**config.mk**
```make
export PLATFORM = sky130hd
export DESIGN_NAME = uart_core
export DESIGN_NICKNAME = d
export VERILOG_FILES = /design/src/rtl/uart_pkg.sv /design/src/rtl/uart_datapath.sv /design/src/rtl/uart_ctrl.sv /design/src/rtl/uart_core.sv
export SDC_FILE = /design/constraint.sdc
export NUM_CORES = 1
export LEC_CHECK = 0
export CAP_MARGIN = 5
export CORE_ASPECT_RATIO = 0.8
export CORE_MARGIN = 3
export CORE_UTILIZATION = 35
export DETAILED_ROUTE_END_ITERATION = 10
export GPL_TIMING_DRIVEN = 0
export MAX_ROUTING_LAYER = met4
export PLACE_DENSITY = 0.52
export SLEW_MARGIN = 20
export SYNTH_ARGS = -nofsm -noshare
export SYNTH_HDL_FRONTEND = slang
export SYNTH_HIERARCHICAL = 1
export SYNTH_SLANG_ARGS = --single-unit
```
**constraint.sdc**
```tcl
create_clock -name clk -period 3.69 [get_ports clk]
set_clock_uncertainty 0.2 [all_clocks]
set_input_delay 0.738 -clock clk [delete_from_list [all_inputs] [get_ports clk]]
set_output_delay 0.738 -clock clk [all_outputs]
set_load 0.005 [all_outputs]
```
**src/rtl/uart_pkg.sv**
```systemverilog
package uart_pkg;
  localparam int DIV_W   = 12;
  localparam int WORD_W  = 9;
  localparam int FRAME_W = WORD_W + 4;
  localparam int ADDR_W  = 3;
  localparam int NFLAGS  = 6;

  typedef enum logic [ADDR_W-1:0] {
    A_DATA   = 3'd0,
    A_STATUS = 3'd1,
    A_IEN    = 3'd2,
    A_FORMAT = 3'd3,
    A_DIVHI  = 3'd4,
    A_DIVLO  = 3'd5,
    A_ENABLE = 3'd6
  } regAddr_e;

  typedef struct packed {
    logic [DIV_W-1:0] div;
    logic             dbl;
    logic [3:0]       nBits;
    logic [1:0]       parMode;
    logic             twoStop;
    logic             rxEn;
  } lineCfg_t;

  typedef struct packed {
    logic              txReq;
    logic [WORD_W-1:0] txWord;
  } ctrlStb_t;

  typedef struct packed {
    logic              rxDone;
    logic [WORD_W-1:0] rxWord;
    logic              rxFrameErr;
    logic              rxParErr;
    logic              txTaken;
    logic              txEnd;
  } dpStb_t;

  function automatic logic [3:0] decodeSize(input logic [2:0] code);
    case (code)
      3'b000:  return 4'd5;
      3'b001:  return 4'd6;
      3'b010:  return 4'd7;
      3'b111:  return 4'd9;
      default: return 4'd8;
    endcase
  endfunction

  function automatic logic wordParity(input logic [WORD_W-1:0] w, input logic [3:0] n,
                                      input logic odd);
    logic p;
    p = odd;
    for (int i = 0; i < WORD_W; i++) begin
      if (i < int'(n)) p = p ^ w[i];
    end
    return p;
  endfunction
endpackage

```
**src/rtl/uart_datapath.sv**
```systemverilog
module uart_datapath
  import uart_pkg::*;
#(
  parameter int OVS_NORM = 16,
  parameter int OVS_FAST = 8
) (
  input  logic     clk,
  input  logic     rstN,
  input  lineCfg_t cfg,
  input  ctrlStb_t cStb,
  output dpStb_t   dStb,
  input  logic     rxd,
  output logic     txd
);
  localparam int CNT_W = $clog2(OVS_NORM);

  logic [CNT_W-1:0] ovsLast, midPt;
  assign ovsLast = cfg.dbl ? CNT_W'(OVS_FAST - 1) : CNT_W'(OVS_NORM - 1);
  assign midPt   = cfg.dbl ? CNT_W'(OVS_FAST / 2) : CNT_W'(OVS_NORM / 2);

  // oversampling tick
  logic [DIV_W-1:0] preCnt;
  logic tick;
  assign tick = (preCnt == '0);
  always_ff @(posedge clk or negedge rstN) begin
    if (!rstN) preCnt <= '0;
    else       preCnt <= tick ? cfg.div : preCnt - 1'b1;
  end

  logic parOn;
  assign parOn = cfg.parMode[1];

  // transmit frame assembly
  logic [FRAME_W-1:0] txFrame;
  logic [3:0]         txLen;
  always_comb begin
    txLen   = 4'd2 + cfg.nBits + {3'd0, parOn} + {3'd0, cfg.twoStop};
    txFrame = '1;
    txFrame[0] = 1'b0;
    for (int i = 0; i < WORD_W; i++) begin
      if (i < int'(cfg.nBits)) txFrame[i+1] = cStb.txWord[i];
    end
    if (parOn) txFrame[cfg.nBits + 4'd1] = wordParity(cStb.txWord, cfg.nBits, cfg.parMode[0]);
  end

  logic               txBusy;
  logic [FRAME_W-1:0] txShift;
  logic [3:0]         txLeft;
  logic [CNT_W-1:0]   txCnt;
  logic txBitEnd, txLastEnd, txLoad;
  assign txBitEnd  = txBusy && tick && (txCnt == ovsLast);
  assign txLastEnd = txBitEnd && (txLeft == 4'd0);
  assign txLoad    = cStb.txReq && (!txBusy || txLastEnd);

  always_ff @(posedge clk or negedge rstN) begin
    if (!rstN) begin
      txBusy  <= 1'b0;
      txShift <= '1;
      txLeft  <= '0;
      txCnt   <= '0;
    end else if (txLoad) begin
      txBusy  <= 1'b1;
      txShift <= txFrame;
      txLeft  <= txLen - 4'd1;
      txCnt   <= '0;
    end else if (txLastEnd) begin
      txBusy <= 1'b0;
    end else if (txBusy && tick) begin
      if (txBitEnd) begin
        txCnt   <= '0;
        txShift <= {1'b1, txShift[FRAME_W-1:1]};
        txLeft  <= txLeft - 4'd1;
      end else begin
        txCnt <= txCnt + 1'b1;
      end
    end
  end
  assign txd = txBusy ? txShift[0] : 1'b1;

  // receiver
  typedef enum logic {RX_IDLE, RX_BITS} rxState_e;
  rxState_e          rxState;
  logic [1:0]        rxSync;
  logic              rxS, rxPrev, rxParBit;
  logic [CNT_W-1:0]  rxCnt;
  logic [3:0]        rxIdx;
  logic [2:0]        rxVotes;
  logic [WORD_W-1:0] rxWord;
  logic rxDoneR, rxFeR, rxPeR;
  logic voteNow, isStart, isData, isPar, inWindow;

  assign rxS      = rxSync[1];
  assign voteNow  = (rxVotes[1] & rxVotes[0]) | (rxVotes[1] & rxS) | (rxVotes[0] & rxS);
  assign isStart  = (rxIdx == 4'd0);
  assign isData   = !isStart && (rxIdx <= cfg.nBits);
  assign isPar    = parOn && (rxIdx == cfg.nBits + 4'd1);
  assign inWindow = (rxCnt == midPt - 1'b1) || (rxCnt == midPt) || (rxCnt == midPt + 1'b1);

  always_ff @(posedge clk or negedge rstN) begin
    if (!rstN) begin
      rxSync   <= '1;
      rxState  <= RX_IDLE;
      rxPrev   <= 1'b1;
      rxCnt    <= '0;
      rxIdx    <= '0;
      rxVotes  <= '1;
      rxWord   <= '0;
      rxParBit <= 1'b0;
      rxDoneR  <= 1'b0;
      rxFeR    <= 1'b0;
      rxPeR    <= 1'b0;
    end else begin
      rxSync  <= {rxSync[0], rxd};
      rxDoneR <= 1'b0;
      if (tick) rxPrev <= rxS;
      case (rxState)
        RX_IDLE: begin
          if (tick && cfg.rxEn && rxPrev && !rxS) begin
            rxState <= RX_BITS;
            rxCnt   <= '0;
            rxIdx   <= '0;
            rxWord  <= '0;
          end
        end
        default: begin
          if (!cfg.rxEn) begin
            rxState <= RX_IDLE;
          end else if (tick) begin
            rxCnt <= (rxCnt == ovsLast) ? '0 : rxCnt + 1'b1;
            if (rxCnt == ovsLast) rxIdx <= rxIdx + 4'd1;
            if (inWindow) rxVotes <= {rxVotes[1:0], rxS};
            if (rxCnt == midPt + 1'b1) begin
              if (isStart) begin
                if (voteNow) rxState <= RX_IDLE;
              end else if (isData) begin
                rxWord[rxIdx - 4'd1] <= voteNow;
              end else if (isPar) begin
                rxParBit <= voteNow;
              end else begin
                rxState <= RX_IDLE;
                rxDoneR <= 1'b1;
                rxFeR   <= !voteNow;
                rxPeR   <= parOn && (wordParity(rxWord, cfg.nBits, cfg.parMode[0]) != rxParBit);
              end
            end
          end
        end
      endcase
    end
  end

  assign dStb.rxDone     = rxDoneR;
  assign dStb.rxWord     = rxWord;
  assign dStb.rxFrameErr = rxFeR;
  assign dStb.rxParErr   = rxPeR;
  assign dStb.txTaken    = txLoad;
  assign dStb.txEnd      = txLastEnd;
endmodule

```
**src/rtl/uart_ctrl.sv**
```systemverilog
module uart_ctrl
  import uart_pkg::*;
(
  input  logic              clk,
  input  logic              rstN,
  input  logic              wrEn,
  input  logic              rdEn,
  input  logic [ADDR_W-1:0] addr,
  input  logic [7:0]        wrData,
  output logic [7:0]        rdData,
  input  logic              txDoneAck,
  output logic              irq,
  output lineCfg_t          cfg,
  output ctrlStb_t          cStb,
  input  dpStb_t            dStb,
  output logic [NFLAGS-1:0] statusFlags
);
  localparam int HI_W = DIV_W - 8;

  logic [NFLAGS-1:0] ien;
  logic [2:0]        fmtCode;
  logic [1:0]        parMode;
  logic              twoStop, dbl, txBit8, rxEn, txEn;
  logic [HI_W-1:0]   divStage;
  logic [DIV_W-1:0]  divReg;
  logic [WORD_W-1:0] txHold, rxHold;
  logic txFull, txDone, rxReady, feFlag, ovrFlag, peFlag;
  logic wrHit, rdData0;

  assign wrHit   = wrEn;
  assign rdData0 = rdEn && (addr == A_DATA);

  always_ff @(posedge clk or negedge rstN) begin
    if (!rstN) begin
      ien      <= '0;
      fmtCode  <= 3'b011;
      parMode  <= 2'b00;
      twoStop  <= 1'b0;
      dbl      <= 1'b0;
      txBit8   <= 1'b0;
      rxEn     <= 1'b0;
      txEn     <= 1'b0;
      divStage <= '0;
      divReg   <= '0;
    end else if (wrHit) begin
      case (addr)
        A_IEN:    ien <= wrData[NFLAGS-1:0];
        A_FORMAT: {txBit8, dbl, twoStop, parMode, fmtCode} <= wrData;
        A_DIVHI:  divStage <= wrData[HI_W-1:0];
        A_DIVLO:  divReg <= {divStage, wrData};
        A_ENABLE: {txEn, rxEn} <= wrData[1:0];
        default: ;
      endcase
    end
  end

  // transmit holding register and completion flag
  always_ff @(posedge clk or negedge rstN) begin
    if (!rstN) begin
      txHold <= '0;
      txFull <= 1'b0;
      txDone <= 1'b0;
    end else begin
      if (dStb.txTaken) txFull <= 1'b0;
      if (wrHit && addr == A_DATA) begin
        txHold <= {txBit8, wrData};
        txFull <= 1'b1;
      end
      if (dStb.txEnd && !dStb.txTaken) txDone <= 1'b1;
      else if (txDoneAck || (wrHit && addr == A_STATUS && wrData[2])) txDone <= 1'b0;
    end
  end

  // receive holding register and error flags
  always_ff @(posedge clk or negedge rstN) begin
    if (!rstN) begin
      rxHold  <= '0;
      rxReady <= 1'b0;
      feFlag  <= 1'b0;
      ovrFlag <= 1'b0;
      peFlag  <= 1'b0;
    end else if (dStb.rxDone) begin
      if (rxReady && !rdData0) begin
        ovrFlag <= 1'b1;
      end else begin
        rxHold  <= dStb.rxWord;
        feFlag  <= dStb.rxFrameErr;
        peFlag  <= dStb.rxParErr;
        ovrFlag <= 1'b0;
        rxReady <= 1'b1;
      end
    end else if (rdData0) begin
      rxReady <= 1'b0;
    end
  end

  assign statusFlags = {peFlag, ovrFlag, feFlag, txDone, !txFull, rxReady};
  assign irq = |(statusFlags & ien);

  always_comb begin
    case (addr)
      A_DATA:   rdData = rxHold[7:0];
      A_STATUS: rdData = {1'b0, rxHold[8], statusFlags};
      A_IEN:    rdData = {2'b00, ien};
      A_FORMAT: rdData = {txBit8, dbl, twoStop, parMode, fmtCode};
      A_DIVHI:  rdData = {{(8-HI_W){1'b0}}, divReg[DIV_W-1:8]};
      A_DIVLO:  rdData = divReg[7:0];
      A_ENABLE: rdData = {6'd0, txEn, rxEn};
      default:  rdData = 8'h00;
    endcase
  end

  assign cfg.div     = divReg;
  assign cfg.dbl     = dbl;
  assign cfg.nBits   = decodeSize(fmtCode);
  assign cfg.parMode = parMode;
  assign cfg.twoStop = twoStop;
  assign cfg.rxEn    = rxEn;
  assign cStb.txReq  = txFull && txEn;
  assign cStb.txWord = txHold;
endmodule

```
**src/rtl/uart_core.sv**
```systemverilog
module uart_core
  import uart_pkg::*;
(
  input  logic       clk,
  input  logic       rstN,
  input  logic       wrEn,
  input  logic       rdEn,
  input  logic [2:0] addr,
  input  logic [7:0] wrData,
  output logic [7:0] rdData,
  input  logic       txDoneAck,
  input  logic       rxd,
  output logic       txd,
  output logic       irq
);
  lineCfg_t          cfg;
  ctrlStb_t          cStb;
  dpStb_t            dStb;
  logic [NFLAGS-1:0] statusFlags;
  logic [DIV_W-1:0]  divNow;
  logic              rxDoneStb, txEndStb;

  assign divNow    = cfg.div;
  assign rxDoneStb = dStb.rxDone;
  assign txEndStb  = dStb.txEnd;

  uart_ctrl u_ctrl (
    .clk(clk), .rstN(rstN), .wrEn(wrEn), .rdEn(rdEn), .addr(addr), .wrData(wrData),
    .rdData(rdData), .txDoneAck(txDoneAck), .irq(irq), .cfg(cfg), .cStb(cStb),
    .dStb(dStb), .statusFlags(statusFlags)
  );

  uart_datapath #(.OVS_NORM(16), .OVS_FAST(8)) u_dp (
    .clk(clk), .rstN(rstN), .cfg(cfg), .cStb(cStb), .dStb(dStb), .rxd(rxd), .txd(txd)
  );
endmodule

```
==> summary.md <==
| Metric | Value |
|---|---|
| Clock tree from TritonCTS | built |
| Static leakage power | 3.559 nW |
| Setup Fix Bufs, Post-CTS | 0 |
| Largest stage delay on the critical path | 0.60 ns |
| Count of final setup violators | 0 |
| Longest Clk Path Bufs | 2 |
| Total negative slack for setup checks | 0 ns |
| Combinational share of power | between 30% and 40% |
| Clock H-tree levels | 4 |
| Cell Rows | 46 |
| Critical path endpoint category | register |
| Power share of the clock group | between 30% and 40% |
| First-pass iteration count of the detailed router | 5 |
| Via count of the routed design | between 5000 and 6000 |
| Ys Warns | 6 |
| Gate Count Post-Synth | 726 |
| Buffers & Inverters on Critical Path | 3 |
| Starting density of the core | 36.20% |
| Max-cap violations | 0 |
| Setup CP Type | register to register |
| Unrepaired setup endpoints after global routing | false |
| CP max FO | 10 |
| Syn_nets | 769 |
| Area of the core | slightly above 0.02 mm2 |
| Wire length per cell | 19.63 um |
| Final Max Slew Viols | 0 |
| Antenna Nets Post-Route | 0 |
| Part of the power in registers | 37.0% |
| Portion of the clock cycle consumed by the worst path in the final layout | 94.59% |
| Capturing point of the worst reg2reg path | u_dp/rxWord[5] |
| Internal reg-to-reg setup slack | 0.20 ns |
| Launch instance of the worst register-to-register path | u_ctrl/fmtCode[0] |
| Area enclosed by the die boundary | 0.02262 mm2 |
| Required time of the critical path | 3.84 ns |
| # port buffers | 23 |
| Slowest cell on the critical path | dfstp_2 |
| Instance count after placement with tap cells included | about 1000 |
| # nets final | 811 |
| Min Tclk post-route | 3.490 ns |
| Hold-fix buffer count after cts | 0 |
| Clock transition at the registers of the reported paths | 0.06 ns |
| Final non-filler cell total | ~1000 |
| GRT Util Overall | 18.96% |
| Ratio of cells with drive above 1 in the final layout | 22.41% |
| Internal | between 3 and 4 mW |
| Die W | around 170 um |
| Cell with the most instances on the worst path | o21a_1 |
| First-pass GRT wire length | about 32 mm |
| Number of antenna violations at the first check in global routing | 0 |
| Via count of the first global-routing pass | 5742 |
| Largest vdd supply drop | a little over 0.4 mV |
| Path type of the worst min-delay path | input pin to async pin |
| Switching Share | a little over a third |
| # DRC | 0 |
| Reported net switching power | between 1.5 and 2 mW |
| Clock latency reported for the late side of the worst-skew pair | 0.42 ns |
| Number of hold violations in the final report | 0 |
| Type of element launching the critical path | register |
| Clock root buffer | clkbuf_16 |
| Last weighted congestion value of the routability-driven placer | 0.9069 |
| Detail-routed via count per cell | 5.648 |
| Post-Syn Area | 0.007293 mm2 |
| Relative slew margins | between 40% and 50% |
| Pwr per Cell Area | 582.8 mW/mm2 |
| Relative area change from synthesis to final layout | 16.44% |
| Number of buffers inserted during clock tree synthesis | 17 |
| List of cells traversed by the critical path | xnor2_1, nor2_4, clkbuf_2, inv_1, ha_1, nor2b_1, o21a_1, o21a_1, o21ai_0, clkbuf_1, a41oi_1, nand2_1 |
| Number of sinks on the clock net | 117 |
| HPWL after DPL | 15.34 mm |
| Wire length after detailed routing | approximately 21 mm |
| Run status | finished, final reports clean |
| Maximum operating frequency | 286.5 MHz |
| Transition time at the pin with the least slew margin | 0.8752 ns |
| I/O pin total | 27 |
| Height of the chip | 135.1 um |
| Iteration-0 DRC count of the detailed router | 467 |
| Overflow after GRT | 0 |
| Arrival time of the worst setup path | 3.64 ns |
| Largest net degree at the start of global routing | 62 |
| Family with the most delay on the worst path | compound AO/OA/AOI/OAI gates |
| Worst-case reg-to-reg path depth | 12 |
| Synthesized area divided by synthesized cell count | 10.05 um2 |
-- cells in the final DEF (no fill, tap or decap), types with 10 or more instances in the layout --
cell and count:
nand4_1 11, nand2_1 61, clkbuf_1 18, nand3_1 21, dfstp_2 20, ha_1 25
xnor2_1 13, inv_1 25, a41oi_1 10, nor3_1 18, dfrtp_1 97, mux2_4 10
clkdlybuf4s50_1 22, o21ai_1 12, a21oi_1 38, mux2_2 52, o21ai_0 32, clkbuf_16 17
o211ai_1 13, nor2_1 45, buf_4 12
-- power groups by stage --
stage	clock, mW	combinational (mW)	sequential, mW
3_3_place_gp	0	1.39	1.83
6_report	1.62	1.50	1.83
4_1_cts	1.66	1.45	1.83
3_5_place_dp	0	1.43	1.84
5_1_grt	1.72	1.65	1.87
2_1_floorplan	0	1.08	1.74
-- metal layers --
metal / vias up / share of wire (%) / track usage, % / wire length [um]
met5: - / 0 / - / 0
met4: 0 / 1.3 / 4.725 / 257
met3: 16 / 6.3 / 4.829 / 1300
met2: 200 / 43 / 27.02 / 8769
met1: 2926 / 50 / 27.04 / 10210
li1: 2766 / - / - / -
-- how the worst max path moves through the flow --
stage / from / endpoint / depth (start not counted)
final: u_ctrl/fmtCode[0] / u_dp/rxWord[5] / 12
after global routing: u_ctrl/fmtCode[0] / u_dp/txShift[7] / 12
after detailed placement: u_ctrl/fmtCode[0] / u_dp/txShift[7] / 13
after floorplan: u_ctrl/fmtCode[0] / u_dp/txShift[0] / 13
after CTS: u_ctrl/fmtCode[0] / u_dp/txShift[12] / 13
after global placement: rstN / u_ctrl/rxReady / 1
-- area by class of cell --
class | instances | area (um2)
fillers | 1965 | 11650
multi-input cells | 537 | 4011
flip-flops and latches | 117 | 2953
clock buffers | 18 | 429.2
well taps | 264 | 330.3
plain buffers | 45 | 265.3
repair buffers | 24 | 259.0
clock inverters | 14 | 143.9
inverters | 26 | 97.59
diodes | 1 | 2.502
-- stage by stage --
step | util, % | area [um2] | hold slack, ns | total power, mW | setup slack [ns]
floorplan | - | 7293 | 0.1452 | 2.823 | 0.4806
global placement | 38.99 | 7854 | 0.1482 | 3.225 | -2.918
detailed placement | 39.17 | 7890 | 0.1496 | 3.276 | -0.3177
CTS | 42.07 | 8474 | 0.1158 | 4.938 | 0.1186
global route | 42.14 | 8489 | 0.1213 | 5.241 | 0.05564
finish | 42.16 | 8492 | 0.1059 | 4.949 | 0.1997
-- state kept, by name, summed over array words and instances, names as in the netlist, 2 cells and up --
name and count:
u_ctrl/txHold 9, u_dp/rxCnt 4, u_dp/rxSync 2, u_ctrl/divStage 4, u_ctrl/divReg 12, u_dp/rxWord 9, u_dp/preCnt 12, u_ctrl/ien 6
u_ctrl/rxHold 9, u_ctrl/fmtCode 3, u_dp/txShift 13, u_ctrl/parMode 2, u_dp/rxIdx 4, u_dp/txLeft 4, u_dp/rxVotes 2, u_dp/txCnt 4
-- what timing repair did --
item / in CTS / in global routing
gates resized for setup: 5 / 5
hold endpoints to repair: 0 / 0
setup endpoints to repair: 24 / 11
Power figures use the tool's default switching activity.
